===== config.mk =====
export PLATFORM = sky130hd
export DESIGN_NAME = mant_mul_seq
export DESIGN_NICKNAME = d
export VERILOG_FILES = /design/src/rtl/mm_pkg.sv /design/src/rtl/mm_ctrl.sv /design/src/rtl/mm_datapath.sv /design/src/rtl/mant_mul_seq.sv
export SDC_FILE = /design/constraint.sdc
export NUM_CORES = 1
export LEC_CHECK = 0
export BUFFER_PORTS_ARGS = -buffer_cell sky130_fd_sc_hd__clkbuf_2
export CAP_MARGIN = 20
export CORE_MARGIN = 2
export CORE_UTILIZATION = 45
export CTS_BUF_LIST = sky130_fd_sc_hd__clkbuf_2
export CTS_CLUSTER_DIAMETER = 150
export CTS_CLUSTER_SIZE = 30
export DETAILED_ROUTE_END_ITERATION = 7
export GPL_TIMING_DRIVEN = 0
export SLEW_MARGIN = 20
export SYNTH_ARGS = -nofsm -noshare
export SYNTH_HDL_FRONTEND = slang
export SYNTH_HIERARCHICAL = 1
export SYNTH_SLANG_ARGS = --single-unit

===== constraint.sdc =====
create_clock -name clk -period 4.7 [get_ports clk]
set_clock_uncertainty 0.05 [all_clocks]
set_input_delay 0.235 -clock clk [delete_from_list [all_inputs] [get_ports clk]]
set_output_delay 0.235 -clock clk [all_outputs]
set_load 0.05 [all_outputs]

===== src/rtl/mm_pkg.sv =====
package mm_pkg;
  typedef enum logic [1:0] {
    ST_IDLE = 2'd0,
    ST_RUN  = 2'd1,
    ST_HOLD = 2'd2
  } mm_state_t;
endpackage


===== src/rtl/mm_ctrl.sv =====
module mm_ctrl #(
  parameter int WORD_W = 32,
  parameter int NWORDS = 2,
  localparam int W     = WORD_W * NWORDS,
  localparam int OFF_W = (WORD_W > 1) ? $clog2(WORD_W) : 1
) (
  input  logic         clk,
  input  logic         rst_n,
  input  logic         in_valid,
  input  logic [W-1:0] in_y,
  input  logic         out_ready,
  output logic         in_ready,
  output logic         out_valid,
  output logic         load,
  output logic         skip,
  output logic         step,
  output logic         last,
  output logic         y_bit
);
  import mm_pkg::*;

  mm_state_t    state_q;
  logic [W-1:0] yrem_q;   // remaining multiplier bits, current bit at [0]
  logic [OFF_W-1:0] off_q; // bit offset inside the current word
  logic         running;
  logic         word0_zero;

  assign running    = (state_q == ST_RUN);
  assign in_ready   = (state_q == ST_IDLE);
  assign out_valid  = (state_q == ST_HOLD);
  assign load       = in_ready && in_valid;
  assign word0_zero = (NWORDS > 1) && (in_y[WORD_W-1:0] == '0);

  // the leading one of Y guarantees a zero word is never the top one
  assign skip  = running && (off_q == '0) && (yrem_q[WORD_W-1:0] == '0);
  assign step  = running && !skip;
  assign y_bit = yrem_q[0];
  assign last  = step && (yrem_q == W'(1));

  always_ff @(posedge clk or negedge rst_n) begin
    if (!rst_n) begin
      state_q <= ST_IDLE;
      yrem_q  <= '0;
      off_q   <= '0;
    end else begin
      case (state_q)
        ST_IDLE: if (in_valid) begin
          state_q <= ST_RUN;
          if (word0_zero) begin
            yrem_q <= in_y >> WORD_W;
            off_q  <= '0;
          end else begin
            yrem_q <= in_y >> 2;
            off_q  <= OFF_W'(2);
          end
        end
        ST_RUN: begin
          if (skip) begin
            yrem_q <= yrem_q >> WORD_W;
          end else begin
            yrem_q <= yrem_q >> 1;
            off_q  <= (off_q == OFF_W'(WORD_W - 1)) ? '0 : off_q + 1'b1;
          end
          if (last) state_q <= ST_HOLD;
        end
        ST_HOLD: if (out_ready) state_q <= ST_IDLE;
        default: state_q <= ST_IDLE;
      endcase
    end
  end


  busy_not_ready_chk: assert property (@(posedge clk) disable iff (!rst_n)
    (out_valid || running) |-> !in_ready);


  in_contract_chk: assert property (@(posedge clk) disable iff (!rst_n)
    load |-> (in_y[W-1] && (in_y[1:0] == 2'b00)));


  run_ends_chk: assert property (@(posedge clk) disable iff (!rst_n)
    (running && yrem_q == '0) |-> 1'b0);
endmodule


===== src/rtl/mm_datapath.sv =====
module mm_datapath #(
  parameter int WORD_W = 32,
  parameter int NWORDS = 2,
  localparam int W     = WORD_W * NWORDS
) (
  input  logic         clk,
  input  logic         rst_n,
  input  logic         load,
  input  logic         skip,
  input  logic         step,
  input  logic         last,
  input  logic         y_bit,
  input  logic [W-1:0] in_x,
  output logic [W-1:0] out_mant,
  output logic         out_sticky,
  output logic         out_norm
);
  logic [W-1:0] x_q;
  logic [W:0]   acc_q;
  logic         st_q;
  logic [W:0]   acc_step;
  logic         st_step;

  // shift first, then conditionally add; carry lands in acc bit W
  assign acc_step = (acc_q >> 1) + ((W+1)'(y_bit ? x_q : '0));
  assign st_step  = st_q | acc_q[0];

  always_ff @(posedge clk or negedge rst_n) begin
    if (!rst_n) begin
      x_q        <= '0;
      acc_q      <= '0;
      st_q       <= 1'b0;
      out_mant   <= '0;
      out_sticky <= 1'b0;
      out_norm   <= 1'b0;
    end else begin
      if (load) begin
        x_q   <= in_x;
        acc_q <= '0;
        st_q  <= 1'b0;
      end else if (skip) begin
        acc_q <= acc_q >> WORD_W;
        st_q  <= st_q | (|acc_q[WORD_W-1:0]);
      end else if (step) begin
        acc_q <= acc_step;
        st_q  <= st_step;
      end
      if (last) begin
        if (acc_step[W]) begin
          out_mant   <= acc_step[W:1];
          out_sticky <= st_step | acc_step[0];
          out_norm   <= 1'b1;
        end else begin
          out_mant   <= acc_step[W-1:0];
          out_sticky <= st_step;
          out_norm   <= 1'b0;
        end
      end
    end
  end


  sticky_keep_chk: assert property (@(posedge clk) disable iff (!rst_n)
    ($past(st_q) && !$past(load)) |-> st_q);
endmodule


===== src/rtl/mant_mul_seq.sv =====
module mant_mul_seq #(
  parameter int WORD_W = 32,
  parameter int NWORDS = 2,
  localparam int W     = WORD_W * NWORDS
) (
  input  logic         clk,
  input  logic         rst_n,
  input  logic         in_valid,
  output logic         in_ready,
  input  logic [W-1:0] in_x,
  input  logic [W-1:0] in_y,
  output logic         out_valid,
  input  logic         out_ready,
  output logic [W-1:0] out_mant,
  output logic         out_sticky,
  output logic         out_norm
);
  logic load, skip, step, last, y_bit;

  mm_ctrl #(.WORD_W(WORD_W), .NWORDS(NWORDS)) ctrl_i (
    .clk       (clk),
    .rst_n     (rst_n),
    .in_valid  (in_valid),
    .in_y      (in_y),
    .out_ready (out_ready),
    .in_ready  (in_ready),
    .out_valid (out_valid),
    .load      (load),
    .skip      (skip),
    .step      (step),
    .last      (last),
    .y_bit     (y_bit)
  );

  mm_datapath #(.WORD_W(WORD_W), .NWORDS(NWORDS)) dp_i (
    .clk        (clk),
    .rst_n      (rst_n),
    .load       (load),
    .skip       (skip),
    .step       (step),
    .last       (last),
    .y_bit      (y_bit),
    .in_x       (in_x),
    .out_mant   (out_mant),
    .out_sticky (out_sticky),
    .out_norm   (out_norm)
  );


  x_contract_chk: assert property (@(posedge clk) disable iff (!rst_n)
    (in_valid && in_ready) |-> in_x[W-1]);


  mant_msb_chk: assert property (@(posedge clk) disable iff (!rst_n)
    out_valid |-> out_mant[W-1]);


  result_hold_chk: assert property (@(posedge clk) disable iff (!rst_n)
    (out_valid && !out_ready) |=> (out_valid && $stable(out_mant)
      && $stable(out_sticky) && $stable(out_norm)));
endmodule


-- After elaboration in Yosys (flattened, before gate mapping)
Index checks and enable logic that the tools add are counted.
- $add $sub $neg: 2
- shifts and indexed selects: 0
- equal/unequal tests: 8
- div/mod/pow operators: 0
- bitwise gates (word level): 3
- multiplexer cells: 23
- $lt $le $gt $ge: 0
- reduce and logical (&&, ||, !) cells: 16
- multiply operators: 0
- operators with widths (operator ; number):
    two-way mux 65 bit ; 3
    two-way mux 64 bit ; 3
    one-hot mux 64 bit (2 select lines) ; 1
    adder 64 x 65 -> 65 bit ; 1
    equality test 64 x 1 -> 1 bit (second input constant) ; 1
    logical NOT 32 bit ; 2
    two-way mux 63 bit ; 1
    two-way mux 62 bit ; 1
    OR reduction 32 bit ; 1
    two-way mux 5 bit ; 3
    one-hot mux 5 bit (2 select lines) ; 1
    two-way mux 2 bit ; 4
    one-hot mux 2 bit (3 select lines) ; 1
    AND reduction 3 bit ; 2
    adder 5 x 1 -> 5 bit (second input constant) ; 1
    equality test 5 bit (second input constant) ; 1
    logical AND 1 bit ; 5
    logical NOT 5 bit ; 1
    two-way mux 1 bit ; 5
    != test 2 x 1 -> 1 bit (second input constant) ; 2
    != test 2 bit (second input constant) ; 2
    bitwise OR 1 bit ; 3
    nonzero test 3 bit ; 1
    equality test 2 x 1 -> 1 bit (second input constant) ; 1
    other kinds (5) ; 5
- memories kept: 0
- memory bits (read-only): 0
- register bits after elaboration: 267
- latch bits: 0
- bits in writable memories: 0

-- Logic depth before layout (Yosys ltp)
- depth in word-level cells: 8
- depth in mapped cells: 20
- gate-level depth less buffers: 16

-- Cells and area by module
The synthesis kept the hierarchy.
- by module, submodules not included (module ; times used ; cells each ; area each (um^2) ; seq. area each (um^2)):
    mm_datapath ; 1 ; 1365 ; 12565.8 ; 4904.7
    mm_ctrl ; 1 ; 492 ; 3975.1 ; 1726.7

-- Worst setup path after synthesis
No wires, ideal clock.
- kind: reg2reg
- start: reg ctrl_i.yrem_q[0]
- end: reg dp_i.out_mant[24]
- setup slack: 0.353 ns
- arrival: 4.160 ns
- stages on the path, launching flop included: 20
- cells stage by stage: dfrtp_1 -> clkbuf_1 -> clkbuf_1 -> and2_1 -> ha_1 -> inv_1 -> fa_1 -> nand2b_1 -> a21o_1 -> a311o_1 -> a21oi_1 -> o21ai_1 -> a21oi_2 -> a21boi_2 -> or4_4 -> a221o_1 -> buf_2 -> buf_4 -> mux2i_1 -> a21oi_1
- cells in the longest elaborated chain, start to end: 5
- elaborated cells between the ends (all ways): 9
- classes of those cells: add/sub (1); eq/ne (1); mux (2); reduce/logical (5)
- RTL lines (item ; RTL line ; RTL):
    start: declaration ; mm_ctrl.sv:23 ; logic [W-1:0] yrem_q;
    start signal: assignment ; mm_ctrl.sv:50 ; yrem_q <= in_y >> WORD_W;
    start signal: assignment ; mm_ctrl.sv:53 ; yrem_q <= in_y >> 2;
    start signal: assignment ; mm_ctrl.sv:59 ; yrem_q <= yrem_q >> WORD_W;
    parallel branches: the longest is 5 deep, another holds adder 64 x 65 -> 65 bit ; n/a ;
    end signal: assignment ; mm_datapath.sv:50 ; out_mant <= acc_step[W:1];
    end signal: assignment ; mm_datapath.sv:54 ; out_mant <= acc_step[W-1:0];
    end: declaration ; mm_datapath.sv:14 ; output logic [W-1:0] out_mant,
Several ways; the timed one is not identified.
A chain may end at the register's enable or synchronous reset.

-- Worst setup path after layout
- start: reg ctrl_i.yrem_q[12]
- end: reg dp_i.out_mant[7]
- cells in the longest elaborated chain, start to end: 5
- elaborated cells between the ends (all ways): 6
- classes of those cells: eq/ne (1); reduce/logical (5)
- RTL lines (item ; RTL line ; RTL):
    logical NOT 32 bit ; mm_ctrl.sv:35 ; assign skip = running && (off_q == '0) && (yrem_q[WORD_W-1:0] == '0);
    logical AND 1 bit ; mm_ctrl.sv:35 ;
    logical NOT 1 bit ; mm_ctrl.sv:36 ; assign step = running && !skip;
    logical AND 1 bit ; mm_ctrl.sv:36 ;
    logical AND 1 bit (*) ; mm_ctrl.sv:38 ; assign last = step && (yrem_q == W'(1));
    via last ; mant_mul_seq.sv:18 ; logic load, skip, step, last, y_bit;
Mark *: on every way through the listed nets, which the timed path passes. The rest lies on a longest branch.

==> out/results.ini <==
[sta]
report.final.slew_viol_count=0
finalSetupViolCount=0
rsz0062_at_grt=true
hold_viol=0
max_slew_margin_pct=25.9
fmax_mhz=217
timing.final.ws_setup_ns=0.0997
post-route-period-util_pct=97.9
min_period_ns=4.60
worst_pin_slew_ns=1.11

[synth]
syn_area_um2=16500
synth.area.top_cells=dfrtp_1 40%, a21oi_1 5.9%, nor2_1 5.5%
synth_top_area_share_pct=40.1
synth-seq-cells=265
synth_edf_count=0
yosysMostFrequentCell=dfrtp_1
synth_top_flop_cell=dfrtp_1
ys_seq_area_share_pct=40.1
syn-num-nets=2057
yosysUniqueCellTypes=79
yosysTopAreaCell=dfrtp_1
syn_inst=1857
async_flop_share_pct=100
synth_area_per_cell_um2=8.91
synth_commonest_cells=265 x dfrtp_1, 243 x nor2_1, 195 x a21oi_1, 161 x nand2_1, 94 x clkbuf_1
yosys_warnings=6

[place]
io_buffer_count=199
place_congestion=0.920
dp_hpwl_mm=41.7
post-place-ws_ns=-2.02

[finish]
drive_gt1_share_pct=16.8
fillers=3321
syn2layout_area_growth_pct=27.9
register_area_um2=6630
multi_input_area_um2=9480
fin_nets=2525

[routing]
drtIter0Drc=1346
routedWlPerCell_um=20.4
via_per_inst=5.76
first_pass_iters=5
ant_nets=0
vias=16088
drc_errors=0
routed_wl_mm=57.0

[pwr]
leakage_nw=10.4
vdd_drop_max_uv=330
cellPowerDensity_nw_per_um2=432
power.total_w=0.00913

[setup_path]
crit_path_max_fanout=10
arrival_ns=5.42
required_ns=5.52
timing_worst_setup_path_type=flop to flop
cp-start-kind=flop
cp-end-kind=flop

[clocking]
cts_buffer_depth=3
cts_tree=yes
clkSinkCount=265
cts_htree_levels=1
cts_buffers=12
cts_root_buf=clkbuf_2
clk_latency_ns=0.97
path_clk_slew_ns=0.56

[floorplanning]
row_count=70
core_area_um2=36400
start_util_pct=45.4
ios=200
die_h_um=196
die_w_um=196
dieArea_um2=38300

[hold_path]
hp-class=input port to flop

[grt]
track_usage_pct=29.8
grt_max_degree=83
antenna_found_initial=3
grt_overflow=0
grt_pass1_wl_mm=89.9
grt_pass1_vias=16049

[run]
maxCapViolations=0

[outcome]
status=complete, no violations

[logic make-up (layout without fill, tap and decap cells)]
logic type	after synthesis	in the layout	synth area share, %
simple gates	668	668	18.8
compound gates	494	494	19.4
flops	265	265	40.1
buf+inv	156	624	3.97
mux	148	148	9.48
xor+xnor	58	58	3.07
fa+ha+maj	68	68	5.19
other cells	0	1	0
[per-layer routing]
layer	part of all wire [%]	vias up	GRT usage, %	wire length (µm)
met5	0.047	-	0	27
met4	3.0	4	9.01	1710
met3	6.6	94	4.35	3790
met2	45	584	47.2	25500
met1	46	7803	42.3	26100
li1	-	7603	-	-
[stage by stage]
step / hold WS [ns] / utilization [%] / instance area, µm² / TNS, ns / cells
3_3_place_gp: 0.395 / 49.7 / 18100 / -752.15 / 2524
4_1_cts: 0.0179 / 57.5 / 21000 / 0 / 2788
6_report: 0.0904 / 58.1 / 21200 / 0 / 2794
5_1_grt: 0.0585 / 58.1 / 21200 / -0.316 / 2794
3_5_place_dp: 0.156 / 50.0 / 18200 / -129.21 / 2527
2_1_floorplan: -0.111 / - / 16500 / 0 / 1857
[flip-flops by register name, summed over array words and instances, names as in the netlist]
| name | flops |
|---|---|
| dp_i/acc_q | 65 |
| dp_i/out_mant | 64 |
| dp_i/x_q | 64 |
| ctrl_i/yrem_q | 62 |
| ctrl_i/off_q | 5 |
| ctrl_i/state_q | 2 |
| dp_i/out_norm | 1 |
| dp_i/out_sticky | 1 |
| dp_i/st_q | 1 |
[timing repair]
item                       in CTS  in global routing
gates cloned                    1                  0
pin swaps                      13                 14
hold buffers                  233                  0
resized for setup              41                 37
hold endpoints to repair      396                  0
setup endpoints to repair     111                 68
setup buffers                  16                  6
[worst paths after layout]
kind / slack, ns / to / cells past startpoint / from
max in group asynchronous: 3.33 / dp_i/acc_q[44] / 6 / rst_n
min: 0.09 / ctrl_i/yrem_q[48] / 5 / in_y[50]
max reg2reg: 0.1 / dp_i/out_mant[7] / 8 / ctrl_i/yrem_q[12]
max: 0.1 / dp_i/out_mant[7] / 8 / ctrl_i/yrem_q[12]
min reg2reg: 0.48 / ctrl_i/off_q[3] / 1 / ctrl_i/off_q[3]
min in group asynchronous: 0.19 / ctrl_i/yrem_q[17] / 4 / rst_n
[worst max-delay path, cell delays in order, from the launching register on]
cell	delay (ns)
dfrtp_1	0.52
nor4_1	0.48
nand4_1	0.37
or4_4	0.64
nor3_1	0.15
clkbuf_1	0.64
clkbuf_1	0.89
clkbuf_1	0.62
a21oi_1	0.14
[cell usage in the layout, fill, tap and decap left out, drive strengths merged, types with 14 or more instances in the layout]
master and count:
mux2 69, clkbuf 303, o21ai 58, a21o 42, a221o 30, nor4 31
dlygate4sd3 232, nand3 74, ha 67, nand2 161, nor3 14, buf 63
dfrtp 265, a31oi 53, xor2 22, inv 25, mux2i 79, a22o 23
nor2 244, nand4 19, a21oi 196, and2 73, xnor2 36
[layout make-up]
type                       instances  share of cell area, %
tap                              468                   2.77
timing repair buffer             458                   17.2
clock buffer                      13                  0.308
buffer                           127                   3.06
sequential                       265                   31.4
clock inverter                     1                 0.0355
inverter                          25                  0.444
multi-input combinational       1436                   44.8
antenna                            1                 0.0118
[where the power goes]
part / internal, W / switching (W) / leakage (nW)
registers: 0.00274 / 0.000516 / 3.42
clock network: 0.0000733 / 0.000709 / 0.0542
logic: 0.00212 / 0.00297 / 6.90
total: 0.00493 / 0.00420 / 10.4
(Power assumes the default switching activity.)
